==> config.mk <==
export PLATFORM = sky130hd
export DESIGN_NAME = cins_unit
export DESIGN_NICKNAME = d
export VERILOG_FILES = /design/src/rtl/cins_pkg.sv /design/src/rtl/cins_decode.sv /design/src/rtl/cins_operand.sv /design/src/rtl/cins_merge.sv /design/src/rtl/cins_unit.sv
export SDC_FILE = /design/constraint.sdc
export NUM_CORES = 1
export LEC_CHECK = 0
export ABC_CLOCK_PERIOD_IN_PS = 2830
export BUFFER_PORTS_ARGS = -buffer_cell sky130_fd_sc_hd__buf_2
export CAP_MARGIN = 0
export CORE_UTILIZATION = 45
export CTS_CLUSTER_SIZE = 12
export DETAILED_ROUTE_END_ITERATION = 8
export GPL_ROUTABILITY_DRIVEN = 0
export PLACE_DENSITY_LB_ADDON = 0.12
export RECOVER_POWER = 50
export SLEW_MARGIN = 20
export SYNTH_ARGS = -nofsm -noshare
export SYNTH_HDL_FRONTEND = slang
export SYNTH_SLANG_ARGS = --single-unit
==> constraint.sdc <==
create_clock -name clk -period 2.83 [get_ports clk]
set_input_delay 0.1415 -clock clk [delete_from_list [all_inputs] [get_ports clk]]
set_output_delay 0.1415 -clock clk [all_outputs]
set_load 0.02 [all_outputs]
==> src/rtl/cins_pkg.sv <==
package cins_pkg;

   // Decoded operation class
   typedef enum logic [1:0] {
      K_NONE = 2'd0,
      K_UNS  = 2'd1,
      K_SGN  = 2'd2,
      K_BAD  = 2'd3
   } cins_kind_e;

   localparam int unsigned DEF_CHUNK_W  = 16;
   localparam int unsigned DEF_N_CHUNKS = 4;
   localparam int unsigned DEF_RA_W     = 6;
   localparam int unsigned DEF_OP_W     = 8;

endpackage

==> src/rtl/cins_decode.sv <==
module cins_decode
   import cins_pkg::*;
#(
   parameter int unsigned OP_W    = 8,
   parameter int unsigned IDX_W   = 2,
   parameter int unsigned CHUNK_W = 16,
   parameter int unsigned RA_W    = 6,
   parameter logic [OP_W-1:0] OPC_UNS = 8'h40,
   parameter logic [OP_W-1:0] OPC_SGN = 8'h41,
   localparam int unsigned INSTR_W = OP_W + IDX_W + CHUNK_W + RA_W
) (
   input  logic               valid,
   input  logic [INSTR_W-1:0] instr,
   output cins_kind_e         kind,
   output logic [IDX_W-1:0]   idx,
   output logic [CHUNK_W-1:0] imm,
   output logic [RA_W-1:0]    dst
);
   localparam int unsigned IMM_LO = RA_W;
   localparam int unsigned IDX_LO = RA_W + CHUNK_W;
   localparam int unsigned OP_LO  = RA_W + CHUNK_W + IDX_W;

   logic [OP_W-1:0] opcode;

   assign dst    = instr[0 +: RA_W];
   assign imm    = instr[IMM_LO +: CHUNK_W];
   assign idx    = instr[IDX_LO +: IDX_W];
   assign opcode = instr[OP_LO +: OP_W];

   always_comb begin
      if (!valid)                 kind = K_NONE;
      else if (opcode == OPC_UNS) kind = K_UNS;
      else if (opcode == OPC_SGN) kind = K_SGN;
      else                        kind = K_BAD;
   end
endmodule

==> src/rtl/cins_operand.sv <==
module cins_operand #(
   parameter int unsigned DATA_W   = 64,
   parameter int unsigned RA_W     = 6,
   parameter bit          ZERO_REG = 1'b1
) (
   input  logic [RA_W-1:0]   rd_addr,
   input  logic [DATA_W-1:0] rf_data,
   input  logic              pend_en,
   input  logic [RA_W-1:0]   pend_addr,
   input  logic [DATA_W-1:0] pend_data,
   output logic [DATA_W-1:0] oper
);
   logic              hit;
   logic [DATA_W-1:0] fwd;

   // The pending write lands at the coming edge; the file still shows the old value.
   assign hit = pend_en && (pend_addr == rd_addr);
   assign fwd = hit ? pend_data : rf_data;

   generate
      if (ZERO_REG) begin : g_zero_hard
         assign oper = (rd_addr == '0) ? '0 : fwd;
      end else begin : g_zero_soft
         assign oper = fwd;
      end
   endgenerate
endmodule

==> src/rtl/cins_merge.sv <==
module cins_merge #(
   parameter int unsigned CHUNK_W  = 16,
   parameter int unsigned N_CHUNKS = 4,
   localparam int unsigned IDX_W   = $clog2(N_CHUNKS),
   localparam int unsigned DATA_W  = CHUNK_W * N_CHUNKS
) (
   input  logic [DATA_W-1:0]  old_val,
   input  logic [IDX_W-1:0]   idx,
   input  logic [CHUNK_W-1:0] imm,
   input  logic               sext,
   output logic [DATA_W-1:0]  new_val
);
   logic [CHUNK_W-1:0] fill;
   assign fill = {CHUNK_W{imm[CHUNK_W-1]}};

   for (genvar k = 0; k < N_CHUNKS; k++) begin : g_chunk
      logic sel, above;
      assign sel   = (idx == IDX_W'(k));
      assign above = (IDX_W'(k) > idx);
      always_comb begin
         if (sel)
            new_val[k*CHUNK_W +: CHUNK_W] = imm;
         else if (above && sext)
            new_val[k*CHUNK_W +: CHUNK_W] = fill;
         else
            new_val[k*CHUNK_W +: CHUNK_W] = old_val[k*CHUNK_W +: CHUNK_W];
      end
   end
endmodule

==> src/rtl/cins_unit.sv <==
module cins_unit
   import cins_pkg::*;
#(
   parameter int unsigned CHUNK_W  = DEF_CHUNK_W,
   parameter int unsigned N_CHUNKS = DEF_N_CHUNKS,
   parameter int unsigned RA_W     = DEF_RA_W,
   parameter int unsigned OP_W     = DEF_OP_W,
   parameter logic [OP_W-1:0] OPC_UNS = 8'h40,
   parameter logic [OP_W-1:0] OPC_SGN = 8'h41,
   parameter bit          ZERO_REG = 1'b1,
   localparam int unsigned IDX_W   = $clog2(N_CHUNKS),
   localparam int unsigned DATA_W  = CHUNK_W * N_CHUNKS,
   localparam int unsigned INSTR_W = OP_W + IDX_W + CHUNK_W + RA_W
) (
   input  logic               clk,
   input  logic               rst_n,
   input  logic               in_valid,
   input  logic [INSTR_W-1:0] in_instr,
   output logic [RA_W-1:0]    rf_rd_addr,
   input  logic [DATA_W-1:0]  rf_rd_data,
   output logic               wb_en,
   output logic [RA_W-1:0]    wb_addr,
   output logic [DATA_W-1:0]  wb_data,
   output logic               illegal
);
   // Elaboration checks
   if (N_CHUNKS < 2 || (1 << IDX_W) != N_CHUNKS) begin : g_bad_chunks
      $error("cins_unit: N_CHUNKS must be a power of two, at least 2");
   end
   if (OPC_UNS == OPC_SGN) begin : g_bad_opc
      $error("cins_unit: the two opcodes must differ");
   end
   if (CHUNK_W < 2) begin : g_bad_width
      $error("cins_unit: CHUNK_W too small");
   end

   cins_kind_e         kind;
   logic [IDX_W-1:0]   idx;
   logic [CHUNK_W-1:0] imm;
   logic [RA_W-1:0]    dst;
   logic [DATA_W-1:0]  oper;
   logic [DATA_W-1:0]  merged;
   logic               accept;
   logic               dst_ok;

   cins_decode #(
      .OP_W(OP_W), .IDX_W(IDX_W), .CHUNK_W(CHUNK_W), .RA_W(RA_W),
      .OPC_UNS(OPC_UNS), .OPC_SGN(OPC_SGN)
   ) u_dec (
      .valid(in_valid), .instr(in_instr),
      .kind(kind), .idx(idx), .imm(imm), .dst(dst)
   );

   assign rf_rd_addr = dst;

   cins_operand #(
      .DATA_W(DATA_W), .RA_W(RA_W), .ZERO_REG(ZERO_REG)
   ) u_opnd (
      .rd_addr(dst), .rf_data(rf_rd_data),
      .pend_en(wb_en), .pend_addr(wb_addr), .pend_data(wb_data),
      .oper(oper)
   );

   cins_merge #(
      .CHUNK_W(CHUNK_W), .N_CHUNKS(N_CHUNKS)
   ) u_mrg (
      .old_val(oper), .idx(idx), .imm(imm),
      .sext(kind == K_SGN), .new_val(merged)
   );

   generate
      if (ZERO_REG) begin : g_dst_filter
         assign dst_ok = (dst != '0);
      end else begin : g_dst_any
         assign dst_ok = 1'b1;
      end
   endgenerate

   assign accept = ((kind == K_UNS) || (kind == K_SGN)) && dst_ok;

   always_ff @(posedge clk or negedge rst_n) begin
      if (!rst_n) begin
         wb_en   <= 1'b0;
         wb_addr <= '0;
         wb_data <= '0;
         illegal <= 1'b0;
      end else begin
         wb_en   <= accept;
         illegal <= (kind == K_BAD);
         if (accept) begin
            wb_addr <= dst;
            wb_data <= merged;
         end
      end
   end
endmodule

==> results.txt <==
Status: finished, violations left
Violated checks: capacitance limit, slew limit
Top_reg_cell synth: dfrtp_1
Slew HR: -22.9%
Largest delay share family, worst path: simple AND/OR/NAND/NOR gates
Core ar.: 9200 um^2
Via density: 5.56
Buf/Inv on CP: 2
Syn_nets: 509
Worst setup path class: input pin to register
Worst R2R Setup Slack: 0.95 ns
Largest net degree at the start of global routing: 73
Internal: 2150 uW
#FFs+latches synth: 72
Hold Worst Slack: 0.101 ns
Wire length on met2: 6.08 mm
Final Cell Area: 5300 um^2
Max IR drop VDD: 273 uV
Post-route antenna net violation count: 0
Initial antenna violation count: 0
Minimum clock period after layout: 2.06 ns
Worst reg2reg startpoint: wb_addr[2]
RSZ-0062 raised after global routing: no
Per-cell routed wire length: 18.2 um
DRT Pass-1 Iters: 4
Fmax achieved: 485 MHz
CTS tree: built
Endpoints failing setup: 0
Vias: 3838
Hold depth: 3
Pin slew with the least headroom to its limit: 1.84 ns
YS warnings: 0
Simple-Gate Fraction of Synth Area: 9.39%
Max H-tree Level: 3
Required @ worst endpoint: 3.13 ns
TNS Setup: 0 ns
Final WL: 12.5 mm
Max-slew violation count: 73
Worst path max stage delay: 0.49 ns
CP Depth: 10
Uppermost layer routed: met4
Ys async rst share: 100%
Hold path endpoint: wb_addr[3]
Sequence of cells on the critical path: buf_2 > nor4b_1 > nand2_1 > o21ai_0 > ha_1 > buf_4 > and3b_1 > nor2_1 > a21oi_1 > mux2_2
Die H: 99.0 um
CTS Sinks: 72
Cell Pwr Density: 642 nW/um^2
Setup Skew: 0.00810 ns
Area after DPL: 5170 um^2
Overall Global Routing Usage: 26.3%
Initial core utilization: 46.1%
Vias in the first global route: 3781
Worst reg2reg path depth: 5
Post-DP HPWL: 9.29 mm
Gate Count Post-Synth: 408
Comb pwr share: 32.8%
CP Data Arrival Time: 2.36 ns
Die Footprint: 9800 um^2
Synthesized area: 4240 um^2
Clock share of power: 27.4%
Ports: 177
Psw: 1250 uW
Leakage: 0.00251 uW
Length of routed wiring on met1: 5.37 mm
Crit-path max FO: 22
Sw frac: 36.8%
NumNets Final: 675
Xor and xnor area share after synthesis: 1.42%
Critical Path Start Type: input pin
Sequential fraction of the synthesis area: 42.5%
Met3 wire length: 781 um
Total gr overflow: 0
DRC errors left: 0
Post-Synth Adder-Cell Area: 0.591%
Complex-gate fraction of the synthesized area: 20.3%
Crit Reg-Reg Endpoint: wb_data[3]
Mean Syn Cell Area: 10.4 um^2
Clock latency at the later pin of the worst-skew pair: 0.35 ns
DIE WIDTH: 99.0 um
Flop pwr share: 39.8%
First-pass GRT wire length: 19.8 mm
Setup repair bufs after CTS: 0
Post-synth EDFFs: 0
Diodes inserted: 0
Reg clk slew, reported paths: 0.09 ns
Root Buffer: clkbuf_8
Tcrit/Tclk final: 72.9%
HP Class: input pin to register
Layout area overhead: 25.1%
Worst setup EP type: register
Mux cell area share after synthesis: 18.1%
Initial detailed-routing violation count: 131
Worst Min Path Start: in_instr[3]
Row cnt: 35
# port buffers: 176
Slowest-stage cell, CP: and3b_1
Clock buffer count from CTS: 9
CTS max path bufs: 2
Max-cap violations: 1
Largest family of logic cells by synthesized area: compound AO/OA/AOI/OAI gates
Fraction of layout instances using a drive strength above 1: 30.6%
Post-synth cell types: 39
Endpoints failing hold: 0
## metal layers
layer / global-route usage [%] / vias up
met2: 45.2 / 151
met3: 4.75 / 24
li1: - / 1793
met5: 0 / -
met1: 32.9 / 1870
met4: 9.87 / 0
## layout by cell type (no fill, tap or decap), types with 3 or more instances in the layout
cell type  Yosys  final
o22ai_1       18     18
o221ai_1      15     15
a41oi_4        4      4
mux2i_1       30     30
buf_4          9     13
clkbuf_8       0      9
nand2_1       39     39
a221o_1       11     11
clkbuf_1      17     78
mux2_4        10     10
buf_2          7     97
a21oi_1       21     21
mux2_2        28     28
dfrtp_1       72     72
nor2_1         9      8
nand2b_1      18     18
inv_1         36     36
o21ai_0       18     18
o311ai_0       4      4
o21bai_1      16     16
xnor2_1        3      3
## registers in the layout (all words and copies together), names as in the netlist
| name | count |
|---|---|
| wb_data | 64 |
| wb_addr | 6 |
| illegal | 1 |
| wb_en | 1 |
## power by group through the flow
stage	clock, uW	sequential, uW	combinational, uW
3_3_place_gp	0	1360	1160
6_report	930	1350	1120
2_1_floorplan	0	1610	497
4_1_cts	940	1350	1180
5_1_grt	982	1380	1210
3_5_place_dp	0	1370	1180
## kinds of logic after synthesis
family / Yosys count
xor+xnor: 6
simple gates: 77
buf+inv: 71
flops: 72
mux: 68
compound gates: 112
fa+ha+maj: 2
## worst max-delay path by stage
stage / from / end / slack [ns]
floorplan: in_instr[27] / wb_data[10] / 0.59
global placement: in_instr[27] / wb_data[1] / 0.43
detailed placement: in_instr[27] / wb_data[3] / 0.37
CTS: in_instr[27] / wb_data[3] / 0.74
global route: rst_n / wb_data[6] / 0.55
finish: in_instr[27] / wb_data[34] / 0.77
## through the flow
step / power, uW / instances / setup slack, ns / utilization [%]
after global routing: 3570 / 690 / 0.555 / 57.6
after floorplan: 2110 / 408 / 0.594 / -
after global placement: 2510 / 673 / 0.432 / 56.2
after detailed placement: 2550 / 673 / 0.369 / 56.2
after CTS: 3470 / 690 / 0.743 / 58.7
final: 3400 / 690 / 0.767 / 57.6
## what timing repair did
| action | 4_1_cts | 5_1_grt |
|---|---|---|
| endpoints found under the hold margin | 72 | 0 |
| setup endpoints to repair | 0 | 0 |
| resized for setup | 0 | 0 |
| hold buffers | 1 | 0 |
## synth_stat cells, drive strengths merged (2+ instances only)
cell,count,area [um^2]
o21bai,16,120
mux2,38,465
inv,36,135
o221ai,15,131
buf,18,125
clkbuf,17,63.8
a21oi,21,105
o21ai,18,90.1
nor2,10,40.0
mux2i,30,300
xor2,2,17.5
nor3,2,21.3
dfrtp,72,1800
o22ai,18,113
nor2b,2,12.5
a221o,11,110
xnor2,4,42.6
o311ai,4,35.0
nand2,39,146
a41oi,4,110
nand2b,18,113
ha,2,25.0
## worst min-delay path: stages
cell     delay (ns)
buf_2          0.16
inv_1          0.06
o21ai_0        0.06
## cell type report
type / count / area (um^2)
Timing Repair Buffer: 190 / 891
Clock buffer: 9 / 124
Inverter: 36 / 135
Sequential cell: 72 / 1800
Clock inverter: 7 / 95.1
Fill cell: 892 / 3900
Tap cell: 111 / 139
Multi-Input combinational cell: 265 / 2110
No activity file was read; power rests on OpenSTA's default activity.
